--- config.mk ---
export PLATFORM = sky130hd
export DESIGN_NAME = cmd_mailbox
export DESIGN_NICKNAME = d
export VERILOG_FILES = /design/src/rtl/cmd_mailbox_pkg.sv /design/src/rtl/cmd_mailbox_ctrl.sv /design/src/rtl/cmd_mailbox_dp.sv /design/src/rtl/cmd_mailbox.sv
export SDC_FILE = /design/constraint.sdc
export NUM_CORES = 1
export LEC_CHECK = 0
export BUFFER_PORTS_ARGS = -buffer_cell sky130_fd_sc_hd__buf_2
export CORE_AREA = 3 3 64 66
export CTS_CLUSTER_DIAMETER = 200
export DETAILED_ROUTE_END_ITERATION = 8
export DIE_AREA = 0 0 67 69
export GPL_TIMING_DRIVEN = 0
export PLACE_DENSITY = 0.78
export SLEW_MARGIN = 20
export SYNTH_ARGS = -nofsm -noshare
export SYNTH_HDL_FRONTEND = slang
export SYNTH_HIERARCHICAL = 1
export SYNTH_SLANG_ARGS = --single-unit
--- constraint.sdc ---
create_clock -name clk -period 3.2 [get_ports clk]
set_input_delay 0.64 -clock clk [delete_from_list [all_inputs] [get_ports clk]]
set_output_delay 0.64 -clock clk [all_outputs]
set_load 0.005 [all_outputs]
--- src/rtl/cmd_mailbox_pkg.sv ---
package cmd_mailbox_pkg;
  localparam int DATA_W     = 8;
  localparam int CPU_ADDR_W = 2;
  localparam int IN_BIT     = 2;   // status bit position for the inbound mailbox
  localparam int OUT_BIT    = 6;   // status bit position for the outbound mailbox
  localparam int NUM_SRC    = 2;   // pending interrupt sources
  localparam int EN_W       = NUM_SRC + 1;
  localparam int RFS_EN_BIT = NUM_SRC;

  typedef enum logic [CPU_ADDR_W-1:0] {
    CPU_CMD   = 2'd0,
    CPU_STAT  = 2'd1,
    CPU_EN    = 2'd2,
    CPU_FLAGS = 2'd3
  } cpuReg_e;

  typedef struct packed {
    logic    hostLoadIn;   // host writes inbound byte
    logic    cpuLoadOut;   // cpu writes outbound byte
    logic    cpuRdStb;     // capture cpu read data
    cpuReg_e cpuSel;       // cpu read source
    logic    hostRdStb;    // capture host read data
    logic    hostSelStat;  // host read source: status instead of byte
  } dpCtrl_t;
endpackage

--- src/rtl/cmd_mailbox_ctrl.sv ---
module cmd_mailbox_ctrl
  import cmd_mailbox_pkg::*;
(
  input  logic                  clk,
  input  logic                  rstN,
  input  logic                  hostWr,
  input  logic                  hostRd,
  input  logic                  hostAddr,
  input  logic                  cpuWr,
  input  logic                  cpuRd,
  input  logic [CPU_ADDR_W-1:0] cpuAddr,
  input  logic [EN_W-1:0]       cpuWrLow,
  output dpCtrl_t               dpCtrl,
  output logic [DATA_W-1:0]     slaveStat,
  output logic [DATA_W-1:0]     hostStat,
  output logic [EN_W-1:0]       ienReg,
  output logic [NUM_SRC-1:0]    pendReg,
  output logic                  cpuIrq,
  output logic                  hostRfs
);
  cpuReg_e cpuSel;
  logic hostFillIn, hostDrainOut, hostStatRd;
  logic cpuDrainIn, cpuFillOut, cpuEnWr, cpuClrWr;
  logic inFull, outFull, inAfterHost, inGoesEmpty, rfsFlag;
  logic [NUM_SRC-1:0] srcEvent;

  assign cpuSel       = cpuReg_e'(cpuAddr);
  assign hostFillIn   = hostWr && !hostAddr;
  assign hostDrainOut = hostRd && !hostAddr;
  assign hostStatRd   = hostRd && hostAddr;
  assign cpuDrainIn   = cpuRd && (cpuSel == CPU_CMD);
  assign cpuFillOut   = cpuWr && (cpuSel == CPU_CMD);
  assign cpuEnWr      = cpuWr && (cpuSel == CPU_EN);
  assign cpuClrWr     = cpuWr && (cpuSel == CPU_FLAGS);

  // host side acts first, then the cpu side sees the result
  assign inAfterHost = inFull || hostFillIn;
  assign inGoesEmpty = cpuDrainIn && inAfterHost;

  always_ff @(posedge clk) begin
    if (!rstN) begin
      inFull  <= 1'b0;
      outFull <= 1'b0;
      ienReg  <= '0;
      rfsFlag <= 1'b0;
    end else begin
      inFull <= cpuDrainIn ? 1'b0 : inAfterHost;
      if (cpuFillOut)        outFull <= 1'b1;
      else if (hostDrainOut) outFull <= 1'b0;
      if (cpuEnWr) ienReg <= cpuWrLow;
      if (inGoesEmpty)     rfsFlag <= 1'b1;
      else if (hostStatRd) rfsFlag <= 1'b0;
    end
  end

  assign srcEvent = {hostDrainOut, hostFillIn};

  for (genvar i = 0; i < NUM_SRC; i++) begin : g_pend
    always_ff @(posedge clk) begin
      if (!rstN)                          pendReg[i] <= 1'b0;
      else if (srcEvent[i])               pendReg[i] <= 1'b1;
      else if (cpuClrWr && cpuWrLow[i])   pendReg[i] <= 1'b0;
    end
  end

  always_comb begin
    slaveStat          = '0;
    hostStat           = '0;
    slaveStat[IN_BIT]  = !inFull;
    slaveStat[OUT_BIT] = !outFull;
    hostStat[IN_BIT]   = inFull;
    hostStat[OUT_BIT]  = outFull;
  end

  assign cpuIrq  = |(pendReg & ienReg[NUM_SRC-1:0]);
  assign hostRfs = rfsFlag && ienReg[RFS_EN_BIT];

  always_comb begin
    dpCtrl             = '0;
    dpCtrl.hostLoadIn  = hostFillIn;
    dpCtrl.cpuLoadOut  = cpuFillOut;
    dpCtrl.cpuRdStb    = cpuRd;
    dpCtrl.cpuSel      = cpuSel;
    dpCtrl.hostRdStb   = hostRd;
    dpCtrl.hostSelStat = hostAddr;
  end
endmodule

--- src/rtl/cmd_mailbox_dp.sv ---
module cmd_mailbox_dp
  import cmd_mailbox_pkg::*;
(
  input  logic              clk,
  input  logic              rstN,
  input  dpCtrl_t           dpCtrl,
  input  logic [DATA_W-1:0] hostWrData,
  input  logic [DATA_W-1:0] cpuWrData,
  input  logic [DATA_W-1:0] slaveStat,
  input  logic [DATA_W-1:0] hostStat,
  input  logic [EN_W-1:0]   ienReg,
  input  logic [NUM_SRC-1:0] pendReg,
  output logic [DATA_W-1:0] cpuRdData,
  output logic [DATA_W-1:0] hostRdData
);
  logic [DATA_W-1:0] inReg, outReg, cpuRdNext, hostRdNext;

  // a same-cycle host load is seen by the cpu read (host first)
  always_comb begin
    unique case (dpCtrl.cpuSel)
      CPU_CMD:   cpuRdNext = dpCtrl.hostLoadIn ? hostWrData : inReg;
      CPU_STAT:  cpuRdNext = slaveStat;
      CPU_EN:    cpuRdNext = DATA_W'(ienReg);
      default:   cpuRdNext = DATA_W'(pendReg);
    endcase
  end

  assign hostRdNext = dpCtrl.hostSelStat ? hostStat : outReg;

  always_ff @(posedge clk) begin
    if (!rstN) begin
      inReg      <= '0;
      outReg     <= '0;
      cpuRdData  <= '0;
      hostRdData <= '0;
    end else begin
      if (dpCtrl.hostLoadIn) inReg      <= hostWrData;
      if (dpCtrl.cpuLoadOut) outReg     <= cpuWrData;
      if (dpCtrl.cpuRdStb)   cpuRdData  <= cpuRdNext;
      if (dpCtrl.hostRdStb)  hostRdData <= hostRdNext;
    end
  end
endmodule

--- src/rtl/cmd_mailbox.sv ---
module cmd_mailbox
  import cmd_mailbox_pkg::*;
(
  input  logic                  clk,
  input  logic                  rstN,
  input  logic                  hostWr,
  input  logic                  hostRd,
  input  logic                  hostAddr,
  input  logic [DATA_W-1:0]     hostWrData,
  output logic [DATA_W-1:0]     hostRdData,
  output logic                  hostRfs,
  input  logic                  cpuWr,
  input  logic                  cpuRd,
  input  logic [CPU_ADDR_W-1:0] cpuAddr,
  input  logic [DATA_W-1:0]     cpuWrData,
  output logic [DATA_W-1:0]     cpuRdData,
  output logic                  cpuIrq
);
  dpCtrl_t            dpCtrl;
  logic [DATA_W-1:0]  slaveStat, hostStat;
  logic [EN_W-1:0]    ienReg;
  logic [NUM_SRC-1:0] pendReg;

  cmd_mailbox_ctrl u_ctrl (
    .clk       (clk),
    .rstN      (rstN),
    .hostWr    (hostWr),
    .hostRd    (hostRd),
    .hostAddr  (hostAddr),
    .cpuWr     (cpuWr),
    .cpuRd     (cpuRd),
    .cpuAddr   (cpuAddr),
    .cpuWrLow  (cpuWrData[EN_W-1:0]),
    .dpCtrl    (dpCtrl),
    .slaveStat (slaveStat),
    .hostStat  (hostStat),
    .ienReg    (ienReg),
    .pendReg   (pendReg),
    .cpuIrq    (cpuIrq),
    .hostRfs   (hostRfs)
  );

  cmd_mailbox_dp u_dp (
    .clk        (clk),
    .rstN       (rstN),
    .dpCtrl     (dpCtrl),
    .hostWrData (hostWrData),
    .cpuWrData  (cpuWrData),
    .slaveStat  (slaveStat),
    .hostStat   (hostStat),
    .ienReg     (ienReg),
    .pendReg    (pendReg),
    .cpuRdData  (cpuRdData),
    .hostRdData (hostRdData)
  );
endmodule

==> flow_summary.html <==
<table>
<tr><th>Metric</th><th>Value</th></tr>
<tr><th colspan="2">Final layout</th></tr>
<tr><td>P&amp;R area growth vs syn</td><td>19.7%</td></tr>
<tr><td>Number of non-filler instances in the completed layout</td><td>308</td></tr>
<tr><td>Share of cells above drive strength 1</td><td>0.308</td></tr>
<tr><td>Final nets</td><td>287</td></tr>
<tr><td>Total inserted antenna cells</td><td>0</td></tr>
<tr><th colspan="2">Pwr</th></tr>
<tr><td>Internal power contribution</td><td>741 uW</td></tr>
<tr><td>Ratio of total power to cell area</td><td>421 nW/um2</td></tr>
<tr><td>Sequential share of power</td><td>0.550</td></tr>
<tr><td>Total power after layout</td><td>972 uW</td></tr>
<tr><td>Switching share of power</td><td>0.238</td></tr>
<tr><td>Clock group share of total power</td><td>0.299</td></tr>
<tr><td>Power dissipated by switching net loads</td><td>231 uW</td></tr>
<tr><td>Share of total power in combinational logic</td><td>0.151</td></tr>
<tr><td>Maximum resistive drop on vdd</td><td>272 uV</td></tr>
<tr><td>Leakage component of the power</td><td>0.00115 uW</td></tr>
<tr><th colspan="2">Yosys</th></tr>
<tr><td>Total of warnings raised by yosys</td><td>6</td></tr>
<tr><td>Flops &amp; latches, synth</td><td>40</td></tr>
<tr><td>Share of synthesized area occupied by flip-flops and latches</td><td>0.415</td></tr>
<tr><td>Mean post-synth cell area</td><td>9.56 um2</td></tr>
<tr><td>Post-synthesis cell type count</td><td>35</td></tr>
<tr><td>Mapped cell area</td><td>1930 um2</td></tr>
<tr><td>Number of instances in the synthesized netlist</td><td>202</td></tr>
<tr><th colspan="2">Worst setup path</th></tr>
<tr><td>Classification of the worst setup path</td><td>input port to flop</td></tr>
<tr><td>Worst reg2reg path startpoint</td><td>u_ctrl/inFull$_SDFF_PP0_</td></tr>
<tr><td>Required time at the worst-slack endpoint</td><td>3.38 ns</td></tr>
<tr><td>Crit end category</td><td>flop</td></tr>
<tr><td>R2R cell count</td><td>4</td></tr>
<tr><td>Crit Reg-Reg Endpoint</td><td>u_dp/cpuRdData[2]$_SDFFE_PN0P_</td></tr>
<tr><td>Top fanout value on the critical path</td><td>8</td></tr>
<tr><td>Crit path DAT</td><td>1.86 ns</td></tr>
<tr><td>Origin of the worst setup path</td><td>hostAddr</td></tr>
<tr><td>Register-to-register path setup slack</td><td>2.25 ns</td></tr>
<tr><td>Element type at the critical path start</td><td>input port</td></tr>
<tr><td>Destination of the critical timing path</td><td>u_dp/cpuRdData[2]$_SDFFE_PN0P_</td></tr>
<tr><th colspan="2">STA</th></tr>
<tr><td>Final number of max-transition violations</td><td>0</td></tr>
<tr><td>Setup tns final</td><td>0 ns</td></tr>
<tr><td>Number of setup violations in the final report</td><td>0</td></tr>
<tr><td>Period Utilization, post-route</td><td>0.527</td></tr>
<tr><td>Final hold viol count</td><td>0</td></tr>
<tr><td>Setup repair after global routing missed its margin</td><td>false</td></tr>
<tr><td>Minimum clock period after layout</td><td>1.69 ns</td></tr>
<tr><td>Final worst clock skew</td><td>0.00462 ns</td></tr>
<tr><td>Max Fclk</td><td>593 MHz</td></tr>
<tr><th colspan="2">Global routing</th></tr>
<tr><td>Initial antenna violation count</td><td>0</td></tr>
<tr><td>First-pass GRT wire length</td><td>6.19 mm</td></tr>
<tr><td>Combined global-route utilization of all metal layers</td><td>0.169</td></tr>
<tr><td>Maximum number of pins on one net before global-route repair</td><td>11</td></tr>
<tr><td>Global-route congestion overflow total</td><td>0</td></tr>
<tr><td>Vias in the first global route</td><td>1373</td></tr>
<tr><th colspan="2">Min path</th></tr>
<tr><td>Hold Crit Start</td><td>u_ctrl/rfsFlag$_SDFFE_PN0P_</td></tr>
<tr><td>Worst hold-check path type</td><td>flop to flop</td></tr>
<tr><th colspan="2">Clocking</th></tr>
<tr><td># clock sinks</td><td>40</td></tr>
<tr><td>TritonCTS clock tree</td><td>done</td></tr>
<tr><td>PostCTS Resize Cnt</td><td>0</td></tr>
<tr><td>Clock transition at path regs</td><td>0.07 ns</td></tr>
<tr><td>Setup bufs post-CTS</td><td>0</td></tr>
<tr><td>Source-to-sink clock delay at the later pin of the worst-skew pair</td><td>0.28 ns</td></tr>
<tr><td>Cell at the root of the clock tree</td><td>sky130_fd_sc_hd__clkbuf_8</td></tr>
<tr><td>Depth of the CTS H-tree</td><td>2</td></tr>
<tr><td>Maximum clock insertion buffer count</td><td>2</td></tr>
<tr><td>Hold buffer count at CTS</td><td>0</td></tr>
<tr><td>CTS buffer count</td><td>5</td></tr>
<tr><th colspan="2">Run status</th></tr>
<tr><td>Status</td><td>complete, no violations</td></tr>
<tr><th colspan="2">Floorplanning</th></tr>
<tr><td>Num ports</td><td>43</td></tr>
<tr><td>Area of the die</td><td>4620 um2</td></tr>
<tr><td>Starting density of the core</td><td>0.531</td></tr>
<tr><td>Area inside the core boundary</td><td>3630 um2</td></tr>
<tr><td>Site row count</td><td>22</td></tr>
<tr><td>Die height</td><td>69 um</td></tr>
<tr><td>Die X</td><td>67 um</td></tr>
<tr><th colspan="2">Routing</th></tr>
<tr><td>Routed Antenna Nets</td><td>0</td></tr>
<tr><td>Violation count after the first detailed-route iteration</td><td>90</td></tr>
<tr><td>Via density per instance</td><td>4.85</td></tr>
<tr><td>1st-pass router iterations</td><td>6</td></tr>
<tr><td>Total number of vias</td><td>1494</td></tr>
<tr><td>Drt total wl</td><td>3.70 mm</td></tr>
<tr><td>Wire length per cell</td><td>12.0 um</td></tr>
<tr><td>Post-route DRC</td><td>0</td></tr>
<tr><th colspan="2">Placement</th></tr>
<tr><td>Placed Instances</td><td>303</td></tr>
<tr><td>Final weighted congestion in routability-driven placement</td><td>0.819</td></tr>
<tr><td>Half-perimeter wire length after detailed placement</td><td>2.83 mm</td></tr>
<tr><td>Number of port buffers</td><td>42</td></tr>
<tr><th colspan="2">Job</th></tr>
<tr><td>Max Cap Violations</td><td>0</td></tr>
</table>
power groups by stage:
stage                     Sequential [uW]  Combinational (uW)  Clock [uW]
after floorplan                       544                98.7           0
after global placement                545                 144           0
after detailed placement              545                 147           0
after CTS                             534                 147         300
after global routing                  537                 164         319
final                                 534                 147         291
synth_stat cells, drive strengths merged:
| master | count | area (um2) |
|---|---|---|
| conb | 1 | 3.75 |
| nor2b | 20 | 128 |
| nand4 | 2 | 12.5 |
| nand2b | 1 | 6.26 |
| o2111ai | 1 | 8.76 |
| nor2 | 3 | 11.3 |
| a22o | 1 | 8.76 |
| a41o | 1 | 10.0 |
| a211o | 4 | 35.0 |
| nand2 | 19 | 71.3 |
| nor3b | 1 | 12.5 |
| and2 | 2 | 12.5 |
| buf | 28 | 199 |
| clkbuf | 5 | 18.8 |
| o211ai | 3 | 22.5 |
| o211a | 8 | 80.1 |
| o21ai | 7 | 38.8 |
| nand3 | 4 | 20.0 |
| nand3b | 11 | 82.6 |
| o22a | 2 | 18.8 |
| mux2 | 1 | 15.0 |
| and3b | 1 | 8.76 |
| inv | 3 | 11.3 |
| a21oi | 5 | 25.0 |
| a21boi | 1 | 7.51 |
| dfxtp | 40 | 801 |
| mux2i | 24 | 240 |
| or2 | 1 | 6.26 |
| and2b | 2 | 15.0 |
metrics by stage:
step                      area [um2]   util  setup slack [ns]  hold WS, ns
after detailed placement        2240  0.617              1.21        0.448
after floorplan                 1970      -              1.52        0.426
final                           2310  0.636              1.51        0.456
after CTS                       2310  0.636              1.52        0.455
after global routing            2310  0.636              1.47        0.487
after global placement          2240  0.617              1.22        0.435
how the worst min path moves through the flow:
stage	to	slack, ns	cells past startpoint
floorplan	u_ctrl/rfsFlag$_SDFFE_PN0P_	0.43	2
global placement	u_ctrl/rfsFlag$_SDFFE_PN0P_	0.44	2
detailed placement	u_ctrl/rfsFlag$_SDFFE_PN0P_	0.45	2
CTS	u_ctrl/rfsFlag$_SDFFE_PN0P_	0.45	2
global route	u_dp/cpuRdData[5]$_SDFFE_PN0P_	0.49	2
finish	u_ctrl/rfsFlag$_SDFFE_PN0P_	0.46	2
critical path, stage by stage:
cell and delay [ns]:
sky130_fd_sc_hd__buf_2 0.12, sky130_fd_sc_hd__nor2b_2 0.19, sky130_fd_sc_hd__buf_4 0.14, sky130_fd_sc_hd__buf_6 0.14, sky130_fd_sc_hd__mux2i_1 0.26, sky130_fd_sc_hd__o211ai_1 0.12, sky130_fd_sc_hd__a41o_1 0.24
state kept, by name (all words and copies together), names as in the netlist:
| signal | cells |
|---|---|
| u_dp/cpuRdData | 8 |
| u_dp/outReg | 8 |
| u_ctrl/outFull | 1 |
| u_ctrl/pendReg | 2 |
| u_dp/hostRdData | 8 |
| u_dp/inReg | 8 |
| u_ctrl/rfsFlag | 1 |
| u_ctrl/ienReg | 3 |
| u_ctrl/inFull | 1 |
layer usage:
| layer | wire (um) | up-vias | share of wire | track usage |
|---|---|---|---|---|
| met3 | 200 | 4 | 0.054 | 0.0505 |
| met4 | 26 | 0 | 0.0070 | 0.0338 |
| met1 | 1760 | 671 | 0.48 | 0.229 |
| met5 | 0 | - | 0 | 0 |
| met2 | 1710 | 35 | 0.46 | 0.263 |
| li1 | - | 784 | - | - |
placed cells by master, fill, tap and decap left out, types with 3 or more instances in the layout:
master                     synthesis  layout
sky130_fd_sc_hd__nand3_1           4       4
sky130_fd_sc_hd__clkbuf_8          0       5
sky130_fd_sc_hd__o211a_1           8       8
sky130_fd_sc_hd__nor2_1            3       3
sky130_fd_sc_hd__nand2_1          19      19
sky130_fd_sc_hd__nor2b_1          19      19
sky130_fd_sc_hd__clkbuf_1          5       5
sky130_fd_sc_hd__a211o_1           4       4
sky130_fd_sc_hd__inv_1             3       3
sky130_fd_sc_hd__o211ai_1          3       3
sky130_fd_sc_hd__conb_1            1      12
sky130_fd_sc_hd__dfxtp_1          40      40
sky130_fd_sc_hd__o21ai_0           4       4
sky130_fd_sc_hd__a21oi_1           5       5
sky130_fd_sc_hd__buf_4            21      21
sky130_fd_sc_hd__nand3b_1         11      11
sky130_fd_sc_hd__mux2i_1          24      24
sky130_fd_sc_hd__buf_2             6      48
cell families after synthesis:
family | count (synthesis) | share of synthesized area
compound gates | 33 | 0.132
buf+inv | 36 | 0.119
flops | 40 | 0.415
mux | 25 | 0.132
other cells | 1 | 0.00194
simple gates | 67 | 0.200
layout make-up:
cell class                      count  area (um2)
Tap cell                           48        60.1
Buffer                             33         218
Clock buffer                        5        68.8
Sequential cell                    40         801
Multi-Input combinational cell    137         942
Inverter                            3        11.3
Fill cell                         336        1320
Timing Repair Buffer               42         210
Power figures use the tool's default switching activity.
